File: src/rtl/bp_pkg.sv
`timescale 1ns/1ps
package bp_pkg;

    // Two-bit hysteresis counter states; the numeric value is the encoding.
    typedef enum logic [1:0] {
        CTR_SNT = 2'd0,
        CTR_WNT = 2'd1,
        CTR_WT  = 2'd2,
        CTR_ST  = 2'd3
    } ctr_t;

    // Next-state function of one counter given a resolved outcome.
    function automatic ctr_t ctr_next(input ctr_t cur, input logic taken);
        ctr_t nxt;
        unique case (cur)
            CTR_SNT: nxt = taken ? CTR_WNT : CTR_SNT;
            CTR_WNT: nxt = taken ? CTR_WT  : CTR_SNT;
            CTR_WT:  nxt = taken ? CTR_ST  : CTR_WNT;
            CTR_ST:  nxt = taken ? CTR_ST  : CTR_WT;
        endcase
        return nxt;
    endfunction

    // Direction implied by a counter state.
    function automatic logic ctr_dir(input ctr_t cur);
        logic dir;
        unique case (cur)
            CTR_SNT, CTR_WNT: dir = 1'b0;
            CTR_WT,  CTR_ST:  dir = 1'b1;
        endcase
        return dir;
    endfunction

endpackage

File: src/rtl/bp_index.sv
`timescale 1ns/1ps
// Folds the global history into the PC word-address bits.
module bp_index #(
    parameter int IDX_W  = 8,
    parameter int HIST_W = 8
) (
    input  logic [IDX_W+1:2]  pc_bits,
    input  logic [HIST_W-1:0] hist,
    output logic [IDX_W-1:0]  idx
);
    generate
        if (HIST_W == IDX_W) begin : g_full
            assign idx = pc_bits ^ hist;
        end else begin : g_pad
            localparam int PAD_W = IDX_W - HIST_W;
            assign idx = pc_bits ^ {{PAD_W{1'b0}}, hist};
        end
    endgenerate
endmodule

File: src/rtl/bp_history.sv
`timescale 1ns/1ps
// Global outcome history: newest outcome in bit 0.
module bp_history #(
    parameter int HIST_W = 8
) (
    input  logic              clk,
    input  logic              rst_n,
    input  logic              shift_en,
    input  logic              bit_in,
    output logic [HIST_W-1:0] hist
);
    logic [HIST_W-1:0] hist_q;
    logic [HIST_W-1:0] hist_d;

    generate
        if (HIST_W == 1) begin : g_one
            assign hist_d = bit_in;
        end else begin : g_many
            assign hist_d = {hist_q[HIST_W-2:0], bit_in};
        end
    endgenerate

    always_ff @(posedge clk) begin
        if (!rst_n) begin
            hist_q <= '0;
        end else if (shift_en) begin
            hist_q <= hist_d;
        end
    end

    assign hist = hist_q;
endmodule

File: src/rtl/bp_ctr_table.sv
`timescale 1ns/1ps
// Untagged table of saturating counters, one read and one update port.
module bp_ctr_table
    import bp_pkg::*;
#(
    parameter int IDX_W = 8,
    localparam int ENTRIES = 1 << IDX_W
) (
    input  logic             clk,
    input  logic             rst_n,
    input  logic [IDX_W-1:0] rd_idx,
    output ctr_t             rd_ctr,
    input  logic             wr_en,
    input  logic [IDX_W-1:0] wr_idx,
    input  logic             wr_taken,
    output ctr_t             wr_old,
    output ctr_t             cells [ENTRIES]
);
    generate
        for (genvar e = 0; e < ENTRIES; e++) begin : g_cell
            ctr_t state_q;
            ctr_t state_d;
            logic hit;

            assign hit = wr_en && (wr_idx == IDX_W'(e));

            always_comb begin
                state_d = state_q;
                if (hit) begin
                    state_d = ctr_next(state_q, wr_taken);
                end
            end

            always_ff @(posedge clk) begin
                if (!rst_n) begin
                    state_q <= CTR_WNT;
                end else begin
                    state_q <= state_d;
                end
            end

            assign cells[e] = state_q;
        end
    endgenerate

    // Reads see the registered values, i.e. the state before this edge.
    assign rd_ctr = cells[rd_idx];
    assign wr_old = cells[wr_idx];
endmodule

File: src/rtl/gshare_predictor.sv
`timescale 1ns/1ps
// Correlated direction predictor: PC XOR global history indexes counters.
module gshare_predictor
    import bp_pkg::*;
#(
    parameter int IDX_W  = 8,
    parameter int HIST_W = 8
) (
    input  logic             clk,
    input  logic             rst_n,
    input  logic [IDX_W+1:2] pred_pc,
    output logic             pred_taken,
    input  logic             upd_valid,
    input  logic [IDX_W+1:2] upd_pc,
    input  logic             upd_taken
);
    localparam int ENTRIES = 1 << IDX_W;

    logic [HIST_W-1:0] ghr_q;
    logic [IDX_W-1:0]  pred_idx;
    logic [IDX_W-1:0]  upd_idx;
    ctr_t              pred_ctr;
    ctr_t              upd_old;
    ctr_t              ctr_tbl [ENTRIES];

    bp_index #(.IDX_W(IDX_W), .HIST_W(HIST_W)) u_pidx (
        .pc_bits (pred_pc),
        .hist    (ghr_q),
        .idx     (pred_idx)
    );

    bp_index #(.IDX_W(IDX_W), .HIST_W(HIST_W)) u_uidx (
        .pc_bits (upd_pc),
        .hist    (ghr_q),
        .idx     (upd_idx)
    );

    bp_ctr_table #(.IDX_W(IDX_W)) u_tbl (
        .clk      (clk),
        .rst_n    (rst_n),
        .rd_idx   (pred_idx),
        .rd_ctr   (pred_ctr),
        .wr_en    (upd_valid),
        .wr_idx   (upd_idx),
        .wr_taken (upd_taken),
        .wr_old   (upd_old),
        .cells    (ctr_tbl)
    );

    bp_history #(.HIST_W(HIST_W)) u_ghr (
        .clk      (clk),
        .rst_n    (rst_n),
        .shift_en (upd_valid),
        .bit_in   (upd_taken),
        .hist     (ghr_q)
    );

    always_comb begin
        pred_taken = ctr_dir(pred_ctr);
    end
endmodule

File: config.mk
export PLATFORM = sky130hd
export DESIGN_NAME = gshare_predictor
export DESIGN_NICKNAME = d
export VERILOG_FILES = /design/src/rtl/bp_pkg.sv /design/src/rtl/bp_index.sv /design/src/rtl/bp_history.sv /design/src/rtl/bp_ctr_table.sv /design/src/rtl/gshare_predictor.sv
export SDC_FILE = /design/constraint.sdc
export NUM_CORES = 2
export LEC_CHECK = 0
export BUFFER_PORTS_ARGS = -buffer_cell sky130_fd_sc_hd__buf_2
export CAP_MARGIN = 40
export CORE_MARGIN = 5
export CORE_UTILIZATION = 39
export CTS_CLUSTER_DIAMETER = 40
export DETAILED_ROUTE_END_ITERATION = 10
export MAX_ROUTING_LAYER = met4
export PLACE_DENSITY_LB_ADDON = 0.25
export SYNTH_ARGS = -nofsm -noshare
export SYNTH_HDL_FRONTEND = slang
export SYNTH_SLANG_ARGS = --single-unit
File: constraint.sdc
create_clock -name clk -period 7.9 [get_ports clk]
set_input_delay 1.58 -clock clk [delete_from_list [all_inputs] [get_ports clk]]
set_output_delay 1.58 -clock clk [all_outputs]
set_load 0.01 [all_outputs]
**Yosys cells after proc, flatten, opt, wreduce, memory -nomap -nowiden**

Index checks and enable logic that the tools add are counted.
W data, S select, Z words.

- Logic and storage cells: 2,067
- Output and inout port bits: 1
- Register bits: 520

- Bitwise operators: 3
- Muxes and demuxes: 264
- Equality and inequality tests: 1,026
- Reductions and logical operators: 516
- Magnitude comparators: 1

Operator list:

| operator | count |
|---|---|
| $pmux W2 S4 | 256 |
| $eq A2 B2 Y1 const B | 514 |
| $eq A8 B8 Y1 const B | 128 |
| $eq A2 B1 Y1 const B | 257 |
| $logic_not A2 Y1 | 257 |
| $eq A8 B7 Y1 const B | 64 |
| $eq A8 B6 Y1 const B | 32 |
| $logic_and A1 B1 Y1 | 256 |
| $eq A8 B5 Y1 const B | 16 |
| $eq A8 B4 Y1 const B | 8 |
| $eq A8 B3 Y1 const B | 4 |
| $bmux W2 S8 | 1 |
| $eq A8 B2 Y1 const B | 2 |
| $xor A8 B8 Y8 | 2 |
| $ge A9 B9 Y1 const B | 1 |
| $not A8 Y9 | 1 |
| $eq A8 B1 Y1 const B | 1 |
| $logic_not A8 Y1 | 1 |
| $mux W2 | 4 |
| $reduce_or A2 Y1 | 2 |
| $mux W1 | 2 |
| $pmux W1 S2 | 1 |

**Logic depth before layout (Yosys ltp)**

- Depth after elaboration: 8
- Gate-level depth with buffers: 11

**By module**

Synthesis repeated with hierarchy kept, for this count alone.

- Cell total of the unflattened synthesis: 3,885
- Area total of the unflattened synthesis: 33,611.0 sq um

Modules (own cells, without submodules):

| module | times used | area an instance (sq um) | cells each |
|---|---|---|---|
| bp_ctr_table | 1 | 33,165.6 | 3,843 |
| bp_history | 1 | 301.5 | 25 |
| bp_index | 2 | 70.1 | 8 |
| gshare_predictor | 1 | 3.8 | 1 |

**Worst setup path before layout**

OpenSTA, ideal clock, no wires.

- Path type: input to output
- Start point: input port pred_pc[2] (netlist bit)
- End point: output port pred_taken
- Data required time: 6.320 ns
- Cell stages on the path: 6
- Arrival: 3.436 ns
- Path slack: 2.884 ns
- Cells stage by stage: xnor2_4 buf_2 mux4_2 a2111oi_1 nand4_1 and4_1

- Longest elaborated chain between the ends: 8
- Elaborated cells between the ends (all ways): 12
- Classes of those cells: 3 x eq/ne; 4 x mux; 2 x bitwise; 3 x reduce/logical

Ends and longest elaborated chain:

| item | line | source |
|---|---|---|
| start, declared | gshare_predictor.sv:11 | `input logic [IDX_W+1:2] pred_pc,` |
| $xor A8 B8 Y8 (*) | bp_index.sv:13 | `assign idx = pc_bits ^ hist;` |
| $not A8 Y9 (implied by the code) (*) | bp_ctr_table.sv:47 | `assign rd_ctr = cells[rd_idx];` |
| $bmux W2 S8 (*) | bp_ctr_table.sv:47 |  |
| $mux W2 (implied by the code) (*) (2 in a row) | bp_ctr_table.sv:47 |  |
| $eq A2 B2 Y1, or another cell as far along | bp_pkg.sv:27 | `unique case (cur)` |
| $reduce_or A2 Y1 | bp_pkg.sv:27 |  |
| $pmux W1 S2 (*) | bp_pkg.sv:27 |  |
| end, declared | gshare_predictor.sv:12 | `output logic pred_taken,` |

Mark *: on every way between the ends. The rest lies on a longest branch, timed or not. The select of a mux whose other input is x is not followed.

**Worst setup path in the final report**

Same ends and word-level chain as after synthesis.

==> results.py <==
metrics = {
    "run_status": {
        "status": "complete, no violations",
    },
    "sta": {
        "tightestPinTransition_ps": 1180,
        "timing.setup.tns_ps": 0,
        "finalCriticalPeriod_ps": 6320,
        "setup_slack_ps": 1580,
        "hold_viol_final": 0,
        "report.final.slew_viol_count": 0,
        "final-setup-viol-count": 0,
        "clock-skew-final_ps": 38.0,
        "period_share": 0.799,
        "relSlewSlack": 0.215,
        "rsz0062_at_grt": "no",
        "fmax_mhz": 158,
    },
    "yosys": {
        "syn_area_um2": 28300,
        "synth_edf_count": 0,
        "synth_cell_types": 56,
        "postSynth.asyncResetShare": 0,
        "avgSynthCellArea_um2": 7.70,
        "synth.area.top_cells": "dfxtp_1, o21ai_0, nor2_1, a21boi_0, nand2_1",
        "synth_top_area_cell": "dfxtp_1",
        "ys_seq_area_frac": 0.368,
        "syn_inst": 3675,
        "yosysWarnings": 0,
        "synth_fp_nets": 3695,
        "yosysTopAreaCellShare": 0.368,
        "synth_seq_cells": 520,
        "synth-main-ff-cell": "dfxtp_1",
    },
    "worst_setup_path": {
        "crit_chain": "buf_2 -> xnor2_4 -> buf_4 -> buf_4 -> mux4_2 -> nand2_1 -> o221ai_1 -> a22oi_1 -> nand3_1 -> and4_1 -> buf_2",
        "cp.arrival_ps": 4740,
        "cp.buffers_inverters": 4,
        "critPathLaunchType": "input pin",
        "cp.required_ps": 6320,
        "cp_max_fo": 25,
        "max_stage_delay_ps": 550,
        "end_kind": "output pin",
        "worstSetupPathType": "input pin to output pin",
        "slowest_stage": "mux4_2",
        "path_delay_family": "buffers and inverters",
    },
    "global_route": {
        "grt_pass1_wl_mm": 141,
        "grt_antenna_before_repair": 2,
        "grt.total_usage": 0.232,
        "grt_max_degree": 258,
        "grt_pass1_vias": 23300,
        "grt_overflow": 0,
    },
    "die": {
        "die_h_um": 279,
        "die_area_um2": 78100,
        "pin_count": 21,
        "design.core.area_um2": 71700,
        "initial_core_util": 0.395,
        "rows": 98,
        "die_w_um": 279,
    },
    "routing": {
        "wl_met1_mm": 40.4,
        "drt-vias-per-instance": 5.85,
        "drtAntennaViolNets": 0,
        "vias": 26900,
        "drtIter0Drc": 3202,
        "top_layer": "met4",
        "remaining_drc_errors": 0,
        "met3_length_mm": 7.87,
        "dr_wl_met2_mm": 39.6,
        "wl_per_cell_um": 20.0,
        "dr.pass1.iters": 6,
        "wl_mm": 92.1,
    },
    "clock_tree": {
        "cts_setup_buffers": 0,
        "htreeDepth": 3,
        "cts_hold_buffers": 0,
        "cts_root_buffer": "clkbuf_16",
        "cts_resized": 0,
        "cts_tree": "yes",
        "clkTransAtPathRegs_ps": 50,
        "clkSinkCount": 520,
        "clock_latency_ps": 650,
        "clk_path_buf_depth": 3,
        "cts-buffers-inserted": 94,
    },
    "pwr": {
        "vdd_drop_max_mv": 0.174,
        "power.density_nw_per_um2": 236,
        "total_power_mw": 7.72,
        "p_leak_nw": 11.5,
    },
    "place": {
        "hpwl_mm": 60.5,
        "place_area_um2": 29300,
        "io_buffers": 20,
        "dpl_worst_slack_ps": 1610,
        "dp.cells": 4434,
        "place.gp.congestion": 0.929,
    },
    "finish": {
        "area_growth_pct": 15.4,
        "nNetsFinal": 3600,
        "fill_cells": 6832,
        "stdcell_area_um2": 32700,
        "final_cells": 4607,
        "drive_gt1_frac": 0.107,
    },
    "job": {
        "maxCapViolCount": 0,
    },
    "hold_path": {
        "hp-class": "flop to flop",
    },
}
Yosys cell counts, drive strengths merged, types with 4 or more instances:
cell and number:
a21oi 219, inv 52, a21o 6, o221ai 35, o31ai 111, xor2 13
clkbuf 169, nor2 477, nand4 4, a21boi 249, xnor2 15, nor3 118
nor2b 10, o311ai 121, mux2i 41, nand2b 19, nor4 38, nand3 101
mux4 48, a22oi 10, buf 106, o21ai 610, nand2 356, and3 9
dfxtp 520, and2 140, or2 56
power breakdown:
group	leakage (nW)	total [mW]	switching, mW	internal, mW
clock network	1.63	4.32	1.50	2.82
logic	5.63	0.552	0.352	0.200
registers	4.21	2.84	0.135	2.71
total	11.5	7.72	1.99	5.73
through the flow:
stage,util,hold slack (ps)
floorplan,-,448
finish,0.456,467
global route,0.456,489
detailed placement,0.408,476
global placement,0.402,474
CTS,0.456,477
cells by family after synthesis:
group,after synthesis,synth area share
and+or+nand+nor,1331,0.218
DFF,520,0.368
AOI/OAI and AO/OA,1380,0.300
buffers and inverters,327,0.0495
muxes,89,0.0528
xor gates and xnor gates,28,0.0122
area by class of cell:
class	count	area, um2	share of cell area
timing repair buffer	84	858	0.0263
sequential	520	10400	0.319
clock buffer	117	2610	0.0799
multi-input combinational	2828	16600	0.508
inverter	52	203	0.00620
antenna	1	2.50	0.0000766
clock inverter	55	808	0.0247
tap	950	1190	0.0364
per-layer routing:
metal	GRT usage	vias to the layer above
met5	-	-
met1	0.314	12600
li1	-	13100
met2	0.340	1021
met3	0.0458	210
met4	0.0998	0
final timing paths:
path | end | cells past startpoint | slack, ps | from
setup reg to reg | u_tbl.g_cell[46].state_q[1] | 9 | 4580 | u_ghr.hist[1]
hold reg to reg | u_tbl.g_cell[86].state_q[1] | 2 | 470 | u_tbl.g_cell[86].state_q[0]
hold / removal | u_tbl.g_cell[86].state_q[1] | 2 | 470 | u_tbl.g_cell[86].state_q[0]
setup / recovery | pred_taken | 11 | 1580 | pred_pc[2]
state kept, by name, indices dropped and copies added, names as in the netlist:
| register | count |
|---|---|
| u_ghr.hist | 8 |
| u_tbl.g_cell.state_q | 512 |
cells in the final DEF (no fill, tap or decap), types with 11 or more instances in the layout:
cell	count
nand3_1	100
inv_1	51
and2_1	140
a21oi_1	219
clkbuf_16	95
mux2i_1	41
a21boi_1	19
o21ai_0	610
dfxtp_1	520
clkinv_2	11
buf_4	38
o221ai_1	35
a21boi_0	230
nand2_1	355
clkinvlp_4	13
or2_2	56
nand2b_1	19
nor4_4	13
clkbuf_8	15
buf_2	19
o31ai_1	111
o311ai_0	76
nor3_1	115
o311ai_1	45
nor4_1	19
mux4_2	47
nor2_1	474
buf_8	13
bufinv_16	14
worst register-to-register path, cell delays in order (launching register included):
cell	delay [ps]
dfxtp_1	660
xnor2_1	350
nor2_1	370
buf_4	290
and3_1	630
buf_4	360
nand3_1	160
inv_1	70
o21ai_0	70
a21boi_0	250
No activity file was read; power rests on OpenSTA's default activity.
